[src/rtl/qspi_tgt_pkg.sv]
package qspi_tgt_pkg;

    typedef enum logic [2:0] {
        PH_OPC,
        PH_ADDR,
        PH_WDATA,
        PH_RDATA,
        PH_SKIP
    } phase_e;

    localparam logic [7:0] OP_WREN   = 8'h06;
    localparam logic [7:0] OP_PP     = 8'h02;
    localparam logic [7:0] OP_PP4    = 8'h12;
    localparam logic [7:0] OP_RD_CFG = 8'hEB;
    localparam logic [7:0] OP_RD4A   = 8'h0C;
    localparam logic [7:0] OP_RD4B   = 8'hEC;

    typedef struct packed {
        logic       rise;
        logic       fall;
        logic       active;
        logic [3:0] nib;
    } link_s;

    function automatic logic is_prog(input logic [7:0] op);
        return (op == OP_PP) || (op == OP_PP4);
    endfunction

    function automatic logic is_read(input logic [7:0] op);
        return (op == OP_RD_CFG) || (op == OP_RD4A) || (op == OP_RD4B);
    endfunction

    function automatic logic [3:0] addr_nibbles(input logic [7:0] op, input logic addr4);
        if ((op == OP_PP) || (op == OP_RD_CFG))
            return addr4 ? 4'd8 : 4'd6;
        return 4'd8;
    endfunction

endpackage

[src/rtl/qspi_tgt_front.sv]
module qspi_tgt_front
    import qspi_tgt_pkg::*;
(
    input  logic       clk,
    input  logic       rst,
    input  logic       sck,
    input  logic       cs_n,
    input  logic [3:0] io_in,
    output link_s      link
);

    logic       sck_q;
    logic       sck_d;
    logic       cs_q;
    logic [3:0] io_q;

    always_ff @(posedge clk) begin
        if (rst) begin
            sck_q <= 1'b0;
            sck_d <= 1'b0;
            cs_q  <= 1'b1;
            io_q  <= 4'h0;
        end else begin
            sck_q <= sck;
            sck_d <= sck_q;
            cs_q  <= cs_n;
            io_q  <= io_in;
        end
    end

    always_comb begin
        link.active = ~cs_q;
        link.rise   = sck_q & ~sck_d & ~cs_q;
        link.fall   = ~sck_q & sck_d & ~cs_q;
        link.nib    = io_q;
    end

endmodule

[src/rtl/qspi_tgt_mem.sv]
module qspi_tgt_mem #(
    parameter int MEM_AW = 6
) (
    input  logic              clk,
    input  logic              rst,
    input  logic              we,
    input  logic [MEM_AW-1:0] addr,
    input  logic [7:0]        wdata,
    output logic [7:0]        rdata
);

    localparam int DEPTH = 1 << MEM_AW;

    logic [7:0] store [DEPTH];

    always_ff @(posedge clk) begin
        if (rst) begin
            for (int i = 0; i < DEPTH; i++) begin
                store[i] <= 8'hFF;
            end
        end else if (we) begin
            store[addr] <= store[addr] & wdata;
        end
    end

    assign rdata = store[addr];

    // a program write can only turn ones into zeros
    a_r5_bits_only_clear: assert property (@(posedge clk) disable iff (rst)
        we |=> ((store[$past(addr)] & ~$past(store[addr])) == 8'h00));

endmodule

[src/rtl/qspi_tgt_ctrl.sv]
module qspi_tgt_ctrl
    import qspi_tgt_pkg::*;
#(
    parameter int MEM_AW     = 6,
    parameter int PAGE_BYTES = 256,
    parameter int BIG_BYTES  = 512
) (
    input  logic              clk,
    input  logic              rst,
    input  link_s             link,
    input  logic              cfg_addr4,
    input  logic              cfg_bigbuf,
    input  logic [7:0]        rd_data,
    output logic              mem_we,
    output logic [MEM_AW-1:0] mem_addr,
    output logic [7:0]        mem_wdata,
    output logic [3:0]        io_out,
    output logic              io_oe,
    output logic              wel,
    output logic              ovf
);

    localparam int CNT_W = $clog2(BIG_BYTES) + 1;

    phase_e            phase;
    logic [3:0]        nib_cnt;
    logic [3:0]        addr_len;
    logic [3:0]        opc_hi;
    logic [7:0]        op;
    logic [31:0]       addr_sh;
    logic [31:0]       addr_next;
    logic [MEM_AW-1:0] cur_addr;
    logic [3:0]        byte_hi;
    logic              hi_done;
    logic              rd_lo;
    logic [CNT_W-1:0]  burst_cnt;
    logic [CNT_W-1:0]  limit;
    logic [7:0]        opc_full;
    logic              room;

    assign limit     = cfg_bigbuf ? CNT_W'(BIG_BYTES) : CNT_W'(PAGE_BYTES);
    assign room      = burst_cnt < limit;
    assign addr_next = {addr_sh[27:0], link.nib};
    assign opc_full  = {opc_hi, link.nib};

    assign mem_we    = link.rise && (phase == PH_WDATA) && hi_done && room;
    assign mem_addr  = cur_addr;
    assign mem_wdata = {byte_hi, link.nib};
    assign io_oe     = (phase == PH_RDATA) && link.active;

    always_ff @(posedge clk) begin
        if (rst) begin
            phase     <= PH_OPC;
            nib_cnt   <= 4'd0;
            addr_len  <= 4'd6;
            opc_hi    <= 4'h0;
            op        <= 8'h00;
            addr_sh   <= 32'h0;
            cur_addr  <= '0;
            byte_hi   <= 4'h0;
            hi_done   <= 1'b0;
            rd_lo     <= 1'b0;
            burst_cnt <= '0;
            io_out    <= 4'h0;
            wel       <= 1'b0;
            ovf       <= 1'b0;
        end else if (!link.active) begin
            if (is_prog(op) && ((phase == PH_ADDR) || (phase == PH_WDATA))) begin
                wel <= 1'b0;
            end
            phase   <= PH_OPC;
            nib_cnt <= 4'd0;
            hi_done <= 1'b0;
            rd_lo   <= 1'b0;
        end else begin
            unique case (phase)
                PH_OPC: if (link.rise) begin
                    if (nib_cnt == 4'd0) begin
                        opc_hi  <= link.nib;
                        nib_cnt <= 4'd1;
                    end else begin
                        op       <= opc_full;
                        nib_cnt  <= 4'd0;
                        addr_len <= addr_nibbles(opc_full, cfg_addr4);
                        addr_sh  <= 32'h0;
                        if (opc_full == OP_WREN) begin
                            wel   <= 1'b1;
                            phase <= PH_SKIP;
                        end else if (is_prog(opc_full)) begin
                            if (wel) begin
                                phase     <= PH_ADDR;
                                ovf       <= 1'b0;
                                burst_cnt <= '0;
                            end else begin
                                phase <= PH_SKIP;
                            end
                        end else if (is_read(opc_full)) begin
                            phase <= PH_ADDR;
                        end else begin
                            phase <= PH_SKIP;
                        end
                    end
                end
                PH_ADDR: if (link.rise) begin
                    addr_sh <= addr_next;
                    nib_cnt <= nib_cnt + 4'd1;
                    if (nib_cnt == addr_len - 4'd1) begin
                        cur_addr <= addr_next[MEM_AW-1:0];
                        nib_cnt  <= 4'd0;
                        hi_done  <= 1'b0;
                        rd_lo    <= 1'b0;
                        phase    <= is_read(op) ? PH_RDATA : PH_WDATA;
                    end
                end
                PH_WDATA: if (link.rise) begin
                    if (!hi_done) begin
                        byte_hi <= link.nib;
                        hi_done <= 1'b1;
                    end else begin
                        hi_done <= 1'b0;
                        if (room) begin
                            burst_cnt <= burst_cnt + 1'b1;
                            cur_addr  <= cur_addr + 1'b1;
                        end else begin
                            ovf <= 1'b1;
                        end
                    end
                end
                PH_RDATA: if (link.fall) begin
                    io_out <= rd_lo ? rd_data[3:0] : rd_data[7:4];
                    rd_lo  <= ~rd_lo;
                    if (rd_lo) begin
                        cur_addr <= cur_addr + 1'b1;
                    end
                end
                PH_SKIP: ;
                default: phase <= PH_OPC;
            endcase
        end
    end

    // write-enable opcode sets the latch
    a_r2_wren_sets: assert property (@(posedge clk) disable iff (rst)
        (link.active && link.rise && (phase == PH_OPC) && (nib_cnt == 4'd1)
         && (opc_full == OP_WREN)) |=> wel);

    // no memory write without the latch
    a_r4_write_needs_wel: assert property (@(posedge clk) disable iff (rst)
        mem_we |-> wel);

    // a byte past the limit raises the flag
    a_r6_drop_sets_ovf: assert property (@(posedge clk) disable iff (rst)
        (link.active && link.rise && (phase == PH_WDATA) && hi_done && !room) |=> ovf);

    // read address wraps to zero
    a_r8_read_wrap: assert property (@(posedge clk) disable iff (rst)
        (link.active && link.fall && (phase == PH_RDATA) && rd_lo && (cur_addr == '1))
        |=> (cur_addr == '0));

    // chip select high returns to the opcode phase
    a_r9_cs_abort: assert property (@(posedge clk) disable iff (rst)
        !link.active |=> (phase == PH_OPC));

    // end of a program transaction drops the latch
    a_r10_wel_clear: assert property (@(posedge clk) disable iff (rst)
        (!link.active && is_prog(op) && ((phase == PH_ADDR) || (phase == PH_WDATA)))
        |=> !wel);

endmodule

[src/rtl/qspi_tgt.sv]
module qspi_tgt
    import qspi_tgt_pkg::*;
#(
    parameter int MEM_AW     = 6,
    parameter int PAGE_BYTES = 256,
    parameter int BIG_BYTES  = 512
) (
    input  logic       clk,
    input  logic       rst,
    input  logic       sck,
    input  logic       cs_n,
    input  logic [3:0] io_in,
    output logic [3:0] io_out,
    output logic       io_oe,
    input  logic       cfg_addr4,
    input  logic       cfg_bigbuf,
    output logic       wel,
    output logic       ovf
);

    link_s             link;
    logic              mem_we;
    logic [MEM_AW-1:0] mem_addr;
    logic [7:0]        mem_wdata;
    logic [7:0]        rd_data;

    qspi_tgt_front u_front (
        .clk   (clk),
        .rst   (rst),
        .sck   (sck),
        .cs_n  (cs_n),
        .io_in (io_in),
        .link  (link)
    );

    qspi_tgt_ctrl #(
        .MEM_AW     (MEM_AW),
        .PAGE_BYTES (PAGE_BYTES),
        .BIG_BYTES  (BIG_BYTES)
    ) u_ctrl (
        .clk        (clk),
        .rst        (rst),
        .link       (link),
        .cfg_addr4  (cfg_addr4),
        .cfg_bigbuf (cfg_bigbuf),
        .rd_data    (rd_data),
        .mem_we     (mem_we),
        .mem_addr   (mem_addr),
        .mem_wdata  (mem_wdata),
        .io_out     (io_out),
        .io_oe      (io_oe),
        .wel        (wel),
        .ovf        (ovf)
    );

    qspi_tgt_mem #(
        .MEM_AW (MEM_AW)
    ) u_mem (
        .clk   (clk),
        .rst   (rst),
        .we    (mem_we),
        .addr  (mem_addr),
        .wdata (mem_wdata),
        .rdata (rd_data)
    );

endmodule

[config.mk]
export PLATFORM = sky130hd
export DESIGN_NAME = qspi_tgt
export DESIGN_NICKNAME = d
export VERILOG_FILES = /design/src/rtl/qspi_tgt_pkg.sv /design/src/rtl/qspi_tgt_front.sv /design/src/rtl/qspi_tgt_mem.sv /design/src/rtl/qspi_tgt_ctrl.sv /design/src/rtl/qspi_tgt.sv
export SDC_FILE = /design/constraint.sdc
export NUM_CORES = 1
export LEC_CHECK = 0
export ABC_CLOCK_PERIOD_IN_PS = 7500
export CORE_UTILIZATION = 25
export CTS_CLUSTER_SIZE = 16
export DETAILED_ROUTE_END_ITERATION = 7
export DONT_BUFFER_PORTS = 1
export GPL_TIMING_DRIVEN = 0
export SYNTH_ARGS = -nofsm -noshare
export SYNTH_HDL_FRONTEND = slang
export SYNTH_SLANG_ARGS = --single-unit
[constraint.sdc]
create_clock -name clk -period 7.5 [get_ports clk]
set_clock_uncertainty 0.2 [all_clocks]
set_input_delay 1.125 -clock clk [delete_from_list [all_inputs] [get_ports clk]]
set_output_delay 1.125 -clock clk [all_outputs]
set_load 0.01 [all_outputs]
==> metrics.cfg, run 1 <==
[clock_tree]
cts_resized = 0
cts_post_setup_buffers_inserted = 0
cts-buffers-inserted = 61
clkTransAtPathRegs_ns = 0.06
clock-sinks = 576
htree_levels = 2
cts_tree = built
cts-root-buf = clkbuf_16
clk_latency_ns = 0.65
clock_path_buffers = 3
holdBufCountCts = 0

[floorplanning]
core_area_mm2 = 0.102
pin_count = 17
dieArea_mm2 = 0.104
fp.dieH_um = 323
die_w_um = 323
row_count = 117
start_util_pct = 25.2

[finish]
nNetsFinal = 2020
drive_above_1_share_pct = 20.0
synthToLayoutAreaGrowth_pct = 14.1

[critical_path]
slowest_delay_ns = 0.51
crit_top_cell = buf_2
critPathMaxFanout = 10
cp_top_family = buffers and inverters
end_kind = register
crit_chain = buf_2 -> buf_2 -> buf_2 -> buf_2 -> mux4_2 -> o221ai_1 -> o21ai_0 -> nand2_1 -> o21ai_0 -> nand2_2 -> buf_2 -> nand2_1
critPathSlowestCell = buf_2
path_class = register to register
arrival_ns = 5.02
startpoint_type = register
cp.required_ns = 7.64
cp_num_buf_inv = 5

[drt]
drtIter0Drc = 2368
vias = 16970
drtAntennaViolNets = 0
wl_per_cell_um = 23.7
vias_per_cell = 4.96
drc = 0
totalWireLength_um = 81100
first_pass_iters = 7

[sta]
setup_ws_ns = 2.62
rsz0062_at_grt = no
hold_viol = 0
max_freq_mhz = 205
period_minus_slack_ns = 4.88
finalSetupViolCount = 0
slew_headroom_pct = 28.3
max_slew.worst_pin.slew_ns = 1.08
fin_crit_sh_pct = 65.1
finalMaxSlewViolations = 0
setup_tns_ns = 0

[outcome]
status = finished, final reports clean

[hold_path]
hold_class = register to register
min-delay-start = u_front.sck_q

[yosys]
ys_ff_latch = 576
ys_async_sr_fraction_pct = 0
yosys-top-cells-area = edfxtp_1 (60%), mux4_2 (11%), nand2_1 (8.2%), dfxtp_1 (5.0%), mux2i_1 (2.0%)
synth_cells = 1942
synth_top_area_share_pct = 59.8
netlist_area_mm2 = 0.0257
syn_nets = 1957
ys_types = 64
avgSynthCellArea_um2 = 13.2
ys_warn_count = 0
yosysTopAreaCell = edfxtp_1
synth_edf_count = 512
synth_ff_type = edfxtp_1
yosysSeqAreaShare_pct = 64.8

[grt]
grt_pass1_vias = 16271
grt-ovfl-total = 0
grt_pass1_wl_um = 116000
grt_max_degree = 17
grt_antenna_before_repair = 5
grt_usage_pct = 15.5

[placement]
pre_cts_ws_ns = 2.38
place.gp.congestion = 0.972
hpwl_um = 54900
place.port_buffers = 0

[power_and_ir_drop]
p_leak_nw = 7.38
p_per_area_mw_per_mm2 = 225
max-vdd-ir-drop_uv = 186

[flow_run]
drv_cap = 0

[synthesized netlist by cell type, types with 3 or more instances]
cell / number
nand2_1: 565
a22oi_1: 9
or3_1: 5
a21oi_1: 31
o22ai_1: 20
clkbuf_1: 37
nor4b_1: 3
nor3b_1: 5
and2_1: 6
and3_1: 5
nor4_1: 4
a221oi_1: 7
nand4b_1: 4
mux2i_1: 52
nand3_1: 21
nor3_1: 16
o21ai_0: 24
a211oi_1: 7
nor2b_1: 15
buf_1: 6
buf_2: 72
or2_2: 65
dfxtp_1: 64
buf_6: 12
nand2b_1: 10
ha_1: 5
nand2_2: 5
o221ai_1: 9
nand3b_1: 9
o32ai_1: 4
inv_1: 16
nor2_2: 32
mux2_2: 7
or3b_2: 4
or2_1: 7
a31oi_1: 7
nor2_1: 90
buf_4: 9
mux4_2: 120
edfxtp_1: 512
o21a_1: 4
xnor2_1: 8
[where the power goes]
group,switching (W),internal (W)
Combinational,0.000132,0.0000301
Clock,0.00128,0.00165
Sequential,0.0000115,0.00351
[worst paths after layout]
kind                                            to  slack, ns  cells past startpoint
worst max register to register  u_mem.store[22][4]       2.62                     12
worst min register to register       u_front.sck_d       0.29                      1
worst min-delay path                 u_front.sck_d       0.29                      1
worst max-delay path            u_mem.store[22][4]       2.62                     12
[cell usage in the layout, fill, tap and decap left out, types with 24 or more instances in the layout]
cell	Yosys	layout
nor2_2	32	32
clkbuf_1	37	50
or2_2	65	65
clkbuf_16	0	62
dfxtp_1	64	64
a21oi_1	31	31
nand2_1	565	565
nor2_1	90	90
o21ai_0	24	24
mux4_2	120	120
mux2i_1	52	52
buf_2	72	72
edfxtp_1	512	512
[flip-flops by register name (all words and copies together), names as in the netlist, 3 cells and up, named ones only]
signal,count
u_ctrl.burst_cnt,10
u_ctrl.byte_hi,4
u_ctrl.io_out,4
u_ctrl.mem_addr,6
u_ctrl.nib_cnt,4
u_ctrl.op,8
u_ctrl.opc_hi,4
u_ctrl.phase,3
u_front.io_q,4
u_mem.store,512
[metal layers]
layer  vias to the layer above  track usage, %  share of wire [%]
met5                         -               0                  0
met1                      8552            21.1                 41
met4                         0            6.85                4.9
li1                       7224               -                  -
met2                       994            23.7                 44
met3                       200            3.24                 10
[cell families (layout without fill, tap and decap cells)]
| group | count (synthesis) | count (layout) | synth area share (%) |
|---|---|---|---|
| and+or+nand+nor | 881 | 881 | 15.2 |
| DFF | 576 | 576 | 64.8 |
| muxes | 179 | 179 | 12.8 |
| buffers and inverters | 153 | 264 | 3.06 |
| AOI/OAI and AO/OA | 140 | 140 | 3.66 |
| xor gates and xnor gates | 8 | 8 | 0.272 |
| adders and majority gates | 5 | 5 | 0.243 |
| other | 0 | 2 | 0 |
[per-stage QoR]
stage / utilization (%) / std cells / instance area, um2 / hold WS [ns] / total power (W)
CTS: 28.8 / 3421 / 29300 / 0.290 / 0.00663
detailed placement: 26.9 / 3310 / 27400 / 0.278 / 0.00375
global placement: 26.9 / 3310 / 27400 / 0.275 / 0.00375
floorplan: - / 1942 / 25700 / 0.250 / 0.00368
finish: 28.8 / 3423 / 29300 / 0.291 / 0.00661
global route: 28.8 / 3421 / 29300 / 0.304 / 0.00676
[area by class of cell]
class                      count  area (um2)
antenna                        2        5.00
buffer                       136         724
clock buffer                  79        1660
clock inverter                32         248
fill                       10399       72500
inverter                      17        63.8
multi-input combinational   1213        8280
sequential                   576       16700
tap                         1368        1710
Power figures use the tool's default switching activity.
==> run 2: changes to the inputs <==
--- a/config.mk
+++ b/config.mk
@@ -5,7 +5,8 @@
 export SDC_FILE = /design/constraint.sdc
 export NUM_CORES = 1
 export LEC_CHECK = 0
-export ABC_CLOCK_PERIOD_IN_PS = 7500
+export ABC_AREA = 1
+export ABC_CLOCK_PERIOD_IN_PS = 4250
 export CORE_UTILIZATION = 25
 export CTS_CLUSTER_SIZE = 16
 export DETAILED_ROUTE_END_ITERATION = 7
==> constraint.sdc (replaced) <==
create_clock -name clk -period 4.25 [get_ports clk]
set_clock_uncertainty 0.2 [all_clocks]
set_input_delay 0.6375 -clock clk [delete_from_list [all_inputs] [get_ports clk]]
set_output_delay 0.6375 -clock clk [all_outputs]
set_load 0.01 [all_outputs]
==> run 2 against run 1 <==
Effect of this change:
- sequential power up 75%
- synthesized cell count up 48%
- synthesized area up 3.3%
- largest cell class unchanged
- largest power group unchanged
==> metrics.cfg, run 2 <==
[sta]
max_slew.worst_pin.slew_ns = 1.30
fin_crit_sh_pct = 99.0
setup_ws_ns = 0.0429
period_minus_slack_ns = 4.21
finalMaxSlewViolations = 0
slew_headroom_pct = 12.1
finalSetupViolCount = 0
hold_viol = 0
rsz0062_at_grt = yes
max_freq_mhz = 238

[finish]
final_common_cell = nand2_1
top_regs = u_mem.store: 512 flops, u_ctrl.burst_cnt: 10 flops, u_ctrl.op: 8 flops
final_cell_mix = nand2_1 (1226), edfxtp_1 (512), nand3_1 (463)
diodes = 0
largest-register = u_mem.store
final_util_pct = 29.1
nNetsFinal = 2980
drive_above_1_share_pct = 7.83
largest_reg_flops = 512
synthToLayoutAreaGrowth_pct = 15.3

[hold_path]
holdPathStages = 3
hold_class = primary input to register
min-delay-start = cfg_addr4

[clock_tree]
htree_levels = 3
cts-root-buf = clkbuf_16
cts_tree = built
clk_latency_ns = 0.65
clkTransAtPathRegs_ns = 0.06
cts-buffers-inserted = 66
clock_path_buffers = 3
clock-sinks = 576

[grt]
grt-ovfl-total = 0
grt_antenna_before_repair = 3
grt_usage_pct = 17.3
grt_pass1_vias = 20535
grt_pass1_wl_um = 136000
grt_max_degree = 14

[yosys]
yosysSeqAreaShare_pct = 62.7
ys_ff_latch = 576
yosysTopAreaCell = edfxtp_1
yosys-top-cells-area = edfxtp_1 (58%), nand2_1 (17%), nand3_1 (8.7%), dfxtp_1 (4.8%), o21ai_0 (1.9%)
ys_warn_count = 0
syn_nets = 2895
synth_commonest_cells = nand2_1 (1227), edfxtp_1 (512), nand3_1 (463)
netlist_area_mm2 = 0.0266
synth_ff_type = edfxtp_1
ys_types = 33
synth.most_common_cell = nand2_1
ys_async_sr_fraction_pct = 0
synth_top_area_share_pct = 57.9
synth_cells = 2880
synth_edf_count = 512
avgSynthCellArea_um2 = 9.22

[floorplanning]
dieArea_mm2 = 0.108
die_w_um = 328
pin_count = 17
core_area_mm2 = 0.105
fp.dieH_um = 328
row_count = 119
start_util_pct = 25.2

[critical_path]
cp-startpoint = u_ctrl.burst_cnt[9]
reg2reg_depth = 9
startpoint_type = register
end_kind = register
cp.required_ns = 4.29
critPathMaxFanout = 10
arrival_ns = 4.25
path_class = register to register
rr_startpoint = u_ctrl.burst_cnt[9]

[power_and_ir_drop]
p_per_area_mw_per_mm2 = 396
p_int_w = 0.00945
pwr-share-clk_pct = 47.0
switchingPower_w = 0.00267
p_leak_nw = 9.33
power_frac_seq_pct = 50.8
p_comb_share_pct = 2.2
p_sw_share_pct = 22.0
max-vdd-ir-drop_uv = 276

[placement]
place.gp.congestion = 1.00
hpwl_um = 65600
pre_cts_ws_ns = -0.791
place.port_buffers = 0

[flow_run]
drv_cap = 0

[drt]
first_pass_iters = 7
totalWireLength_um = 94300
vias = 22071
route.top_layer_used = met5
dr_wl_met3_um = 12000
met1_length_um = 36100
drtIter0Drc = 2916
route.met2.wl_um = 41000
wl_per_cell_um = 21.4
vias_per_cell = 5.01
drtAntennaViolNets = 0
drc = 0

[outcome]
status = finished, final reports clean

run 2: changes by cell type after synthesis, sizes merged, moves of 33 or more:
cell    change
mux2i      -52
o21ai      +78
or2        -69
nand3     +441
inv        +69
nand2     +657
mux4      -120
clkbuf     +33
run 2: final cells by class:
class / count / area (um2)
clock inverters: 34 / 402
flip-flops and latches: 576 / 16700
inverters: 86 / 323
plain buffers: 190 / 837
fillers: 10959 / 74600
well taps: 1391 / 1740
multi-input cells: 2028 / 8810
repair buffers: 17 / 143
clock buffers: 84 / 1720
run 2: logic make-up after synthesis:
logic type | count (synthesis) | synth area share, %
buffers and inverters | 276 | 4.36
adders and majority gates | 5 | 0.235
AOI/OAI and AO/OA | 164 | 3.30
DFF | 576 | 62.7
and+or+nand+nor | 1854 | 29.2
xor gates and xnor gates | 5 | 0.165
run 2: worst max-delay path, cell delays in order (launching register included):
cell     delay [ns]
dfxtp_1        0.37
ha_1           0.25
o21ai_0        0.08
inv_1          0.05
nor2_1         0.19
inv_1          0.10
nor4_4         0.42
nand4_1        0.75
buf_2          0.57
o21ai_1        0.84
run 2: per-layer routing:
| metal | track usage, % | vias up |
|---|---|---|
| met1 | 22.2 | 10504 |
| met3 | 5.25 | 302 |
| met4 | 8.56 | 4 |
| li1 | - | 9890 |
| met5 | 0 | - |
| met2 | 26.3 | 1371 |
run 2: final timing paths:
kind | slack (ns) | endpoint
max | 0.04 | u_mem.store[12][2]
min | 0.19 | u_ctrl.addr_len[3]
max reg2reg | 0.04 | u_mem.store[12][2]
min reg2reg | 0.26 | u_front.sck_d
run 2: power groups by stage:
stage | combinational, W | clock, W | sequential (W)
global placement | 0.000250 | 0 | 0.00627
floorplan | 0.000143 | 0 | 0.00627
detailed placement | 0.000254 | 0 | 0.00627
finish | 0.000270 | 0.00570 | 0.00615
CTS | 0.000260 | 0.00570 | 0.00615
global route | 0.000284 | 0.00593 | 0.00615
run 2: metrics by stage:
stage,setup TNS [ns],instances,hold slack [ns],total power [W],instance area (um2)
CTS,-0.000217,4399,0.204,0.0121,30500
finish,0,4406,0.186,0.0121,30600
floorplan,0,2880,0.224,0.00641,26600
global route,-1.10,4406,0.216,0.0124,30600
global placement,-203.85,4271,0.241,0.00652,28300
detailed placement,-178.15,4273,0.241,0.00653,28300
run 2: repair_timing:
action                     in CTS  in global routing
resized for setup              38                 32
pin swaps                       1                  3
setup endpoints to repair     293                470
hold buffers                    6                  0
hold endpoints to repair        6                  0
setup buffers                   2                  7
